`src/rtl/capmatch_timer_pkg.sv`:
```
package capmatch_timer_pkg;

    localparam int NCH    = 4;
    localparam int BUS_W  = 32;
    localparam int ADDR_W = 5;
    localparam int FLAG_W = 2 * NCH;

    localparam logic [ADDR_W-1:0] A_CTRL   = 5'd0;
    localparam logic [ADDR_W-1:0] A_MODE   = 5'd1;
    localparam logic [ADDR_W-1:0] A_PRE    = 5'd2;
    localparam logic [ADDR_W-1:0] A_PCNT   = 5'd3;
    localparam logic [ADDR_W-1:0] A_COUNT  = 5'd4;
    localparam logic [ADDR_W-1:0] A_CAPCFG = 5'd5;
    localparam logic [ADDR_W-1:0] A_CMPCFG = 5'd6;
    localparam logic [ADDR_W-1:0] A_PIN    = 5'd7;
    localparam logic [ADDR_W-1:0] A_PWM    = 5'd8;
    localparam logic [ADDR_W-1:0] A_FLAGS  = 5'd9;
    localparam logic [ADDR_W-1:0] A_CMP0   = 5'd10;
    localparam logic [ADDR_W-1:0] A_CAP0   = A_CMP0 + 5'(NCH);

    typedef enum logic [1:0] {
        MODE_TIMER = 2'b00,
        MODE_RISE  = 2'b01,
        MODE_FALL  = 2'b10,
        MODE_BOTH  = 2'b11
    } cnt_mode_e;

    typedef enum logic [1:0] {
        ACT_NONE = 2'b00,
        ACT_CLR  = 2'b01,
        ACT_SET  = 2'b10,
        ACT_TGL  = 2'b11
    } pin_act_e;

    typedef struct packed {
        logic halt;
        logic restart;
        logic irq;
    } cmp_cfg_t;

    typedef struct packed {
        logic irq;
        logic fall;
        logic rise;
    } cap_cfg_t;

    function automatic logic pin_next(pin_act_e act, logic lvl);
        case (act)
            ACT_CLR: return 1'b0;
            ACT_SET: return 1'b1;
            ACT_TGL: return ~lvl;
            default: return lvl;
        endcase
    endfunction

endpackage

```
`src/rtl/capmatch_timer_regs.sv`:
```
module capmatch_timer_regs
    import capmatch_timer_pkg::*;
#(
    parameter int CNT_W = 32
) (
    input  logic                          clk,
    input  logic                          rst,
    input  logic                          bus_we,
    input  logic [ADDR_W-1:0]             bus_addr,
    input  logic [BUS_W-1:0]              bus_wdata,
    output logic [BUS_W-1:0]              bus_rdata,
    input  logic                          stop_req,
    input  logic [NCH-1:0]                mflag_set,
    input  logic [NCH-1:0]                cflag_set,
    input  logic [CNT_W-1:0]              pc,
    input  logic [CNT_W-1:0]              tc,
    input  logic [NCH-1:0][CNT_W-1:0]     cap_val,
    input  logic [NCH-1:0]                pin_level,
    output logic                          ctrl_en,
    output logic                          ctrl_hold,
    output cnt_mode_e                     mode,
    output logic [1:0]                    capsel,
    output logic [CNT_W-1:0]              pre,
    output cap_cfg_t [NCH-1:0]            cap_cfg,
    output cmp_cfg_t [NCH-1:0]            cmp_cfg,
    output logic [NCH-1:0][1:0]           pin_act,
    output logic                          lvl_we,
    output logic [NCH-1:0]                lvl_wdata,
    output logic [NCH-1:0]                pwm_en,
    output logic [NCH-1:0][CNT_W-1:0]     cmp_val,
    output logic [FLAG_W-1:0]             flags
);

    localparam int CFG_W = 3 * NCH;

    logic [FLAG_W-1:0] flag_clr;

    assign lvl_we    = bus_we && (bus_addr == A_PIN);
    assign lvl_wdata = bus_wdata[NCH-1:0];
    assign flag_clr  = (bus_we && bus_addr == A_FLAGS) ? bus_wdata[FLAG_W-1:0] : '0;

    always_ff @(posedge clk) begin
        if (rst) begin
            ctrl_en   <= 1'b0;
            ctrl_hold <= 1'b0;
            mode      <= MODE_TIMER;
            capsel    <= '0;
            pre       <= '0;
            cap_cfg   <= '0;
            cmp_cfg   <= '0;
            pin_act   <= '0;
            pwm_en    <= '0;
            cmp_val   <= '0;
            flags     <= '0;
        end else begin
            if (bus_we) begin
                case (bus_addr)
                    A_CTRL: begin
                        ctrl_en   <= bus_wdata[0];
                        ctrl_hold <= bus_wdata[1];
                    end
                    A_MODE: begin
                        mode   <= cnt_mode_e'(bus_wdata[1:0]);
                        capsel <= bus_wdata[3:2];
                    end
                    A_PRE:    pre     <= bus_wdata[CNT_W-1:0];
                    A_CAPCFG: cap_cfg <= bus_wdata[CFG_W-1:0];
                    A_CMPCFG: cmp_cfg <= bus_wdata[CFG_W-1:0];
                    A_PIN:    pin_act <= bus_wdata[3*NCH-1:NCH];
                    A_PWM:    pwm_en  <= bus_wdata[NCH-1:0];
                    default: ;
                endcase
                for (int i = 0; i < NCH; i++) begin
                    if (bus_addr == A_CMP0 + ADDR_W'(i))
                        cmp_val[i] <= bus_wdata[CNT_W-1:0];
                end
            end
            // a halting hit overrides a same-cycle enable write
            if (stop_req)
                ctrl_en <= 1'b0;
            // new events win over a same-cycle clear
            flags <= (flags & ~flag_clr) | {cflag_set, mflag_set};
        end
    end

    always_comb begin
        bus_rdata = '0;
        case (bus_addr)
            A_CTRL:   bus_rdata[1:0]         = {ctrl_hold, ctrl_en};
            A_MODE:   bus_rdata[3:0]         = {capsel, mode};
            A_PRE:    bus_rdata[CNT_W-1:0]   = pre;
            A_PCNT:   bus_rdata[CNT_W-1:0]   = pc;
            A_COUNT:  bus_rdata[CNT_W-1:0]   = tc;
            A_CAPCFG: bus_rdata[CFG_W-1:0]   = cap_cfg;
            A_CMPCFG: bus_rdata[CFG_W-1:0]   = cmp_cfg;
            A_PIN:    bus_rdata[3*NCH-1:0]   = {pin_act, pin_level};
            A_PWM:    bus_rdata[NCH-1:0]     = pwm_en;
            A_FLAGS:  bus_rdata[FLAG_W-1:0]  = flags;
            default: ;
        endcase
        for (int i = 0; i < NCH; i++) begin
            if (bus_addr == A_CMP0 + ADDR_W'(i))
                bus_rdata[CNT_W-1:0] = cmp_val[i];
            if (bus_addr == A_CAP0 + ADDR_W'(i))
                bus_rdata[CNT_W-1:0] = cap_val[i];
        end
    end

endmodule

```
`src/rtl/capmatch_timer_core.sv`:
```
module capmatch_timer_core
    import capmatch_timer_pkg::*;
#(
    parameter int CNT_W = 32
) (
    input  logic              clk,
    input  logic              rst,
    input  logic              en,
    input  logic              hold,
    input  cnt_mode_e         mode,
    input  logic [1:0]        capsel,
    input  logic [CNT_W-1:0]  pre,
    input  logic [NCH-1:0]    edge_rise,
    input  logic [NCH-1:0]    edge_fall,
    input  logic              restart_req,
    output logic [CNT_W-1:0]  pc,
    output logic [CNT_W-1:0]  tc,
    output logic [CNT_W-1:0]  tc_next,
    output logic              step
);

    logic step_src;
    logic restart_pend;
    logic sel_rise;
    logic sel_fall;

    assign sel_rise = edge_rise[capsel];
    assign sel_fall = edge_fall[capsel];

    always_comb begin
        case (mode)
            MODE_RISE: step_src = sel_rise;
            MODE_FALL: step_src = sel_fall;
            MODE_BOTH: step_src = sel_rise | sel_fall;
            default:   step_src = (pc >= pre);
        endcase
    end

    assign step = en && !hold && step_src;

    always_comb begin
        if (hold)
            tc_next = '0;
        else if (step)
            tc_next = restart_pend ? '0 : tc + CNT_W'(1);
        else
            tc_next = tc;
    end

    always_ff @(posedge clk) begin
        if (rst) begin
            pc           <= '0;
            tc           <= '0;
            restart_pend <= 1'b0;
        end else begin
            tc <= tc_next;
            if (hold)
                pc <= '0;
            else if (en && mode == MODE_TIMER)
                pc <= (pc >= pre) ? '0 : pc + CNT_W'(1);
            if (hold)
                restart_pend <= 1'b0;
            else if (restart_req)
                restart_pend <= 1'b1;
            else if (step)
                restart_pend <= 1'b0;
        end
    end

endmodule

```
`src/rtl/capmatch_timer_capture.sv`:
```
module capmatch_timer_capture
    import capmatch_timer_pkg::*;
#(
    parameter int CNT_W = 32
) (
    input  logic                      clk,
    input  logic                      rst,
    input  logic [NCH-1:0]            cap_in,
    input  cap_cfg_t [NCH-1:0]        cap_cfg,
    input  logic [CNT_W-1:0]          tc,
    output logic [NCH-1:0]            edge_rise,
    output logic [NCH-1:0]            edge_fall,
    output logic [NCH-1:0][CNT_W-1:0] cap_val,
    output logic [NCH-1:0]            cflag_set
);

    for (genvar n = 0; n < NCH; n++) begin : g_ch
        logic             sync1, sync2, prev;
        logic             hit;
        logic [CNT_W-1:0] val_q;

        always_ff @(posedge clk) begin
            if (rst) begin
                sync1 <= 1'b0;
                sync2 <= 1'b0;
                prev  <= 1'b0;
                val_q <= '0;
            end else begin
                sync1 <= cap_in[n];
                sync2 <= sync1;
                prev  <= sync2;
                if (hit)
                    val_q <= tc;
            end
        end

        assign edge_rise[n] = sync2 & ~prev;
        assign edge_fall[n] = ~sync2 & prev;
        assign hit          = (edge_rise[n] & cap_cfg[n].rise) | (edge_fall[n] & cap_cfg[n].fall);
        assign cflag_set[n] = hit & cap_cfg[n].irq;
        assign cap_val[n]   = val_q;
    end

endmodule

```
`src/rtl/capmatch_timer_match.sv`:
```
module capmatch_timer_match
    import capmatch_timer_pkg::*;
#(
    parameter int CNT_W = 32
) (
    input  logic                      clk,
    input  logic                      rst,
    input  logic                      step,
    input  logic [CNT_W-1:0]          tc_next,
    input  logic [NCH-1:0][CNT_W-1:0] cmp_val,
    input  cmp_cfg_t [NCH-1:0]        cmp_cfg,
    input  logic [NCH-1:0][1:0]       pin_act,
    input  logic [NCH-1:0]            pwm_en,
    input  logic                      lvl_we,
    input  logic [NCH-1:0]            lvl_wdata,
    output logic [NCH-1:0]            pin_level,
    output logic [NCH-1:0]            mflag_set,
    output logic                      restart_req,
    output logic                      stop_req
);

    logic [NCH-1:0] hit;
    logic [NCH-1:0] want_restart;
    logic [NCH-1:0] want_halt;

    for (genvar n = 0; n < NCH; n++) begin : g_ch
        logic lvl_q;

        assign hit[n]          = step && (tc_next == cmp_val[n]);
        assign mflag_set[n]    = hit[n] & cmp_cfg[n].irq;
        assign want_restart[n] = hit[n] & cmp_cfg[n].restart;
        assign want_halt[n]    = hit[n] & cmp_cfg[n].halt;

        always_ff @(posedge clk) begin
            if (rst)
                lvl_q <= 1'b0;
            else if (pwm_en[n])
                lvl_q <= (tc_next >= cmp_val[n]);
            else if (hit[n])
                lvl_q <= pin_next(pin_act_e'(pin_act[n]), lvl_q);
            else if (lvl_we)
                lvl_q <= lvl_wdata[n];
        end

        assign pin_level[n] = lvl_q;
    end

    assign restart_req = |want_restart;
    assign stop_req    = |want_halt;

endmodule

```
`src/rtl/capmatch_timer.sv`:
```
module capmatch_timer
    import capmatch_timer_pkg::*;
#(
    parameter int CNT_W = 32
) (
    input  logic              clk,
    input  logic              rst,
    input  logic              bus_we,
    input  logic [4:0]        bus_addr,
    input  logic [31:0]       bus_wdata,
    output logic [31:0]       bus_rdata,
    input  logic [3:0]        cap_in,
    output logic [3:0]        mat_out,
    output logic              irq
);

    logic                      ctrl_en, ctrl_hold;
    cnt_mode_e                 mode;
    logic [1:0]                capsel;
    logic [CNT_W-1:0]          pre, pc, tc, tc_next;
    cap_cfg_t [NCH-1:0]        cap_cfg;
    cmp_cfg_t [NCH-1:0]        cmp_cfg;
    logic [NCH-1:0][1:0]       pin_act;
    logic                      lvl_we;
    logic [NCH-1:0]            lvl_wdata;
    logic [NCH-1:0]            pwm_en;
    logic [NCH-1:0][CNT_W-1:0] cmp_val;
    logic [NCH-1:0][CNT_W-1:0] cap_val;
    logic [FLAG_W-1:0]         flags;
    logic [NCH-1:0]            mflag_set, cflag_set;
    logic [NCH-1:0]            edge_rise, edge_fall;
    logic [NCH-1:0]            pin_level;
    logic                      step, restart_req, stop_req;

    capmatch_timer_regs #(.CNT_W(CNT_W)) u_regs (
        .clk, .rst, .bus_we, .bus_addr, .bus_wdata, .bus_rdata,
        .stop_req, .mflag_set, .cflag_set, .pc, .tc, .cap_val, .pin_level,
        .ctrl_en, .ctrl_hold, .mode, .capsel, .pre, .cap_cfg, .cmp_cfg,
        .pin_act, .lvl_we, .lvl_wdata, .pwm_en, .cmp_val, .flags
    );

    capmatch_timer_core #(.CNT_W(CNT_W)) u_core (
        .clk, .rst, .en(ctrl_en), .hold(ctrl_hold), .mode, .capsel, .pre,
        .edge_rise, .edge_fall, .restart_req, .pc, .tc, .tc_next, .step
    );

    capmatch_timer_capture #(.CNT_W(CNT_W)) u_cap (
        .clk, .rst, .cap_in, .cap_cfg, .tc, .edge_rise, .edge_fall,
        .cap_val, .cflag_set
    );

    capmatch_timer_match #(.CNT_W(CNT_W)) u_match (
        .clk, .rst, .step, .tc_next, .cmp_val, .cmp_cfg, .pin_act, .pwm_en,
        .lvl_we, .lvl_wdata, .pin_level, .mflag_set, .restart_req, .stop_req
    );

    assign mat_out = pin_level;
    assign irq     = |flags;

endmodule

```
`config.mk`:
```
export PLATFORM = sky130hd
export DESIGN_NAME = capmatch_timer
export DESIGN_NICKNAME = d
export VERILOG_FILES = /design/src/rtl/capmatch_timer_pkg.sv /design/src/rtl/capmatch_timer_regs.sv /design/src/rtl/capmatch_timer_core.sv /design/src/rtl/capmatch_timer_capture.sv /design/src/rtl/capmatch_timer_match.sv /design/src/rtl/capmatch_timer.sv
export SDC_FILE = /design/constraint.sdc
export NUM_CORES = 1
export LEC_CHECK = 0
export ABC_CLOCK_PERIOD_IN_PS = 4460
export CAP_MARGIN = 20
export CELL_PAD_IN_SITES_DETAIL_PLACEMENT = 0
export CELL_PAD_IN_SITES_GLOBAL_PLACEMENT = 1
export CORE_MARGIN = 5
export CORE_UTILIZATION = 44
export CTS_BUF_LIST = sky130_fd_sc_hd__clkbuf_4 sky130_fd_sc_hd__clkbuf_8 sky130_fd_sc_hd__clkbuf_16
export DETAILED_ROUTE_END_ITERATION = 12
export DONT_BUFFER_PORTS = 1
export PLACE_DENSITY_LB_ADDON = 0.1
export SYNTH_ARGS = -nofsm -noshare
export SYNTH_HDL_FRONTEND = slang
export SYNTH_HIERARCHICAL = 1
export SYNTH_SLANG_ARGS = --single-unit
```
`constraint.sdc`:
```
create_clock -name clk -period 4.46 [get_ports clk]
set_input_delay 0.669 -clock clk [delete_from_list [all_inputs] [get_ports clk]]
set_output_delay 0.669 -clock clk [all_outputs]
set_load 0.005 [all_outputs]
```
==> results.py <==
metrics = {
    "setup_path": {
        "slowest_stage": "o31ai_4",
        "path_class": "flop to flop",
        "crit_path_cell_trace": "inv_1, ha_1, a21o_1, a21o_1, a21oi_2, o31ai_4, o31ai_4, inv_2, buf_12, mux2i_4, a21oi_2, buf_4, ha_1, nand4_1, buf_4, nor3_4, a221o_1, a221o_1, o32ai_2, a21oi_1",
        "rr_worst_depth": 20,
        "worstPathArrival_ps": 5070,
        "crit_path_end_kind": "flop",
        "timing.rr.start": "u_regs/pre[29]",
        "path_delay_family": "compound AO/OA/AOI/OAI gates",
        "crit_required_ps": 4940,
        "reg2reg_to": "u_match/g_ch[3].lvl_q",
        "startpoint_type": "flop",
        "crit_buf_inv": 5,
        "cp_max_fo": 9,
        "r2r_setup_slack_ps": -130,
        "max_stage_delay_ps": 490,
    },
    "cts": {
        "ctsLongestPathBuffers": 3,
        "cts-root-buf": "clkbuf_16",
        "numCtsBuffers": 50,
        "cts_hold_buf": 0,
        "cts_max_level": 2,
        "cts_tree": "built",
        "cts_sinks": 419,
        "cts.clk_slew.worst_paths_ps": 60,
        "worstSkewPairLatency_ps": 620,
    },
    "timing": {
        "rsz0062_at_grt": "yes",
        "post-route-min-period_ps": 4590,
        "hold_viol": 0,
        "fmaxAchievable_mhz": 218,
        "finalMaxSlewViolations": 0,
        "setup_viol": 6,
        "min_period_over_period_pct": 103,
        "fin_worst_skew_ps": 30.9,
        "worstMarginPinSlew_ps": 1300,
        "setup_slack_ps": -128,
        "max_slew_margin_pct": 13.2,
    },
    "logic_synthesis": {
        "synth-simple-area-share_pct": 24.7,
        "synthArstFlopShare_pct": 0,
        "ys_seq_area_share_pct": 33.9,
        "synthCells": 3116,
        "ys.flop_type": "dfxtp_1",
        "ys_types": 87,
        "synth.avg_cell_area_um2": 7.95,
        "synth_warnings": 6,
        "synth-adder-area-share_pct": 8.39,
        "synth_edf_count": 0,
        "syn_area_um2": 24800,
        "syn-num-nets": 3326,
        "synth_compound_area_share_pct": 17.5,
        "synth_mux_area_share_pct": 7.62,
        "synth-xor-area-share_pct": 1.10,
        "ys_ff_latch": 419,
        "synth_top_family_by_area": "simple AND/OR/NAND/NOR gates",
    },
    "global_routing": {
        "grt_antenna_before_repair": 1,
        "grt_pass1_wl_mm": 156,
        "grt_max_degree": 391,
        "grt_pass1_vias": 23100,
        "overflow": 0,
        "track_usage_pct": 34.3,
    },
    "place": {
        "place.gp.congestion": 0.997,
        "place_ws_ps": -552,
        "portBuffers": 0,
        "placed_area_um2": 26800,
        "hpwl_mm": 78.6,
    },
    "drt": {
        "drc": 0,
        "via_per_inst": 6.05,
        "drt-wirelength-per-cell_um": 26.9,
        "antenna_left": 0,
        "drt_iter0_markers": 2613,
        "dr.pass1.iters": 8,
        "vias": 24500,
        "drt_wl_total_mm": 109,
    },
    "floorplan": {
        "coreArea_um2": 56100,
        "top_level_ports": 81,
        "dieArea_um2": 61100,
        "die_h_um": 247,
        "start_util_pct": 44.2,
        "die_w_um": 247,
        "num_rows": 87,
    },
    "final_layout": {
        "fillers": 5328,
        "fin_area_um2": 30100,
        "nNetsFinal": 3473,
        "area_growth_pct": 21.6,
        "num_antenna_cells": 0,
        "drive_gt1_share_pct": 18.4,
    },
    "power_and_ir_drop": {
        "ir_worst_vdd_mv": 0.269,
        "total_power_w": 0.0101,
        "powerDensity_nw_per_um2": 334,
        "p_leak_nw": 11.9,
    },
    "min_path": {
        "min_path_type": "primary input to flop",
        "hold_end": "u_regs/pre[20]",
        "hold_start": "rst",
        "holdPathStages": 1,
    },
    "run_status": {
        "violations": "setup timing",
        "outcome": "finished with violations",
    },
    "job": {
        "maxCapViolations": 0,
    },
}
-- worst reg2reg max path, cell delays in order (launching register included) --
cell and delay (ps):
dfxtp_2 330, inv_1 50, ha_1 290, a21o_1 190
a21o_1 180, a21oi_2 210, o31ai_4 130, o31ai_4 500
inv_2 140, buf_12 190, mux2i_4 200, a21oi_2 260
buf_4 180, ha_1 250, nand4_1 110, buf_4 170
nor3_4 70, a221o_1 310, a221o_1 350, o32ai_2 260
a21oi_1 100
-- cell usage after synthesis (53+ instances only) --
cell	n	share of area, %
nand4_1	58	1.5
dfxtp_1	419	34
ha_1	166	8.4
a21oi_1	358	7.2
nand2b_1	176	4.4
a22oi_1	60	1.8
o21ai_0	101	2.0
nand2_1	522	7.9
clkbuf_1	110	1.7
nor2_1	160	2.4
nand3_1	53	1.1
mux2i_1	175	7.1
inv_1	167	2.5
-- repair_timing --
| item | 4_1_cts | 5_1_grt |
|---|---|---|
| pin swaps | 71 | 53 |
| gates cloned | 2 | 1 |
| endpoints found under the setup margin | 10 | 10 |
| resized for setup | 122 | 102 |
| buffers inserted | 24 | 17 |
-- placed cells by master, fill, tap and decap left out, types with 10 or more instances in the layout --
| cell type | instances |
|---|---|
| nand3_1 | 51 |
| o21ai_1 | 20 |
| nor2_2 | 10 |
| or4_4 | 18 |
| buf_4 | 259 |
| clkbuf_8 | 15 |
| nor2_1 | 156 |
| nand2b_1 | 175 |
| buf_6 | 25 |
| dfxtp_1 | 402 |
| a221oi_1 | 12 |
| o21ai_0 | 94 |
| a22oi_1 | 60 |
| ha_1 | 131 |
| clkbuf_16 | 51 |
| nor2b_1 | 36 |
| nand4_1 | 58 |
| and3_1 | 19 |
| ha_4 | 35 |
| nand3b_1 | 27 |
| o22ai_1 | 12 |
| dfxtp_2 | 17 |
| a21o_1 | 25 |
| a21oi_1 | 344 |
| mux2i_1 | 166 |
| xor2_1 | 22 |
| nor3_1 | 30 |
| buf_12 | 11 |
| nand2_1 | 517 |
| a31oi_1 | 30 |
| inv_1 | 158 |
| inv_2 | 12 |
| and2_1 | 16 |
-- state kept, by name (all words and copies together), names as in the netlist, 4 cells and up --
name,flops
u_core/pc,32
u_core/tc,32
u_match/g_ch.lvl_q,4
u_regs/cmp_val,128
u_regs/flags,8
u_regs/pwm_en,4
u_regs/cap_cfg,12
u_cap/g_ch.sync1,4
u_cap/g_ch.prev,4
u_regs/cmp_cfg,12
u_cap/g_ch.sync2,4
u_regs/pre,32
u_cap/g_ch.val_q,128
u_regs/pin_act,8
-- worst max path at each step --
stage	start	endpoint	slack [ps]	depth (start not counted)
2_1_floorplan	u_regs/pre[29]	u_match/g_ch[1].lvl_q	230	18
3_3_place_gp	u_regs/pre[31]	u_match/g_ch[0].lvl_q	-600	19
3_5_place_dp	u_regs/pre[29]	u_match/g_ch[0].lvl_q	-550	19
4_1_cts	u_regs/pre[29]	u_match/g_ch[1].lvl_q	-30	20
5_1_grt	u_regs/pre[1]	u_match/g_ch[3].lvl_q	-270	20
6_report	u_regs/pre[29]	u_match/g_ch[3].lvl_q	-130	20
-- area by class of cell --
type	count	area [um^2]	share of cell area (%)
clock buffers	67	1470	4.89
multi-input cells	2321	15800	52.5
clock inverters	23	324	1.08
inverters	172	646	2.14
well taps	756	946	3.14
repair buffers	299	2510	8.32
flip-flops and latches	419	8410	27.9
-- report_power, final --
| part | internal (W) | leakage (nW) | switching [W] |
|---|---|---|---|
| sequential | 0.00379 | 3.39 | 0.0000450 |
| clock | 0.00272 | 0.888 | 0.00178 |
| combinational | 0.000775 | 7.60 | 0.000949 |
| total | 0.00728 | 11.9 | 0.00277 |
-- per-stage QoR --
stage / TNS, ps / util [%] / cells / hold WS, ps
final: -298 / 53.7 / 4057 / 141
after floorplan: 0 / - / 3116 / 414
after global placement: -3940 / 47.7 / 3927 / 419
after CTS: -75.7 / 52.4 / 4040 / 141
after global routing: -1470 / 53.7 / 4057 / 124
after detailed placement: -3820 / 47.7 / 3927 / 442
-- routing by layer --
layer | vias up | track usage [%] | part of all wire [%]
met3 | 177 | 9.09 | 11
met4 | 0 | 8.24 | 2.7
li1 | 11100 | - | -
met1 | 12000 | 50.0 | 45
met2 | 1185 | 50.7 | 42
met5 | - | 0 | 0
-- cell families after synthesis --
kind of cell,after synthesis
AOI/OAI and AO/OA,721
adders and majority gates,166
buffers and inverters,376
DFF,419
muxes,183
and+or+nand+nor,1220
xor gates and xnor gates,31
Note: power is estimated with default switching activity, not from simulation.
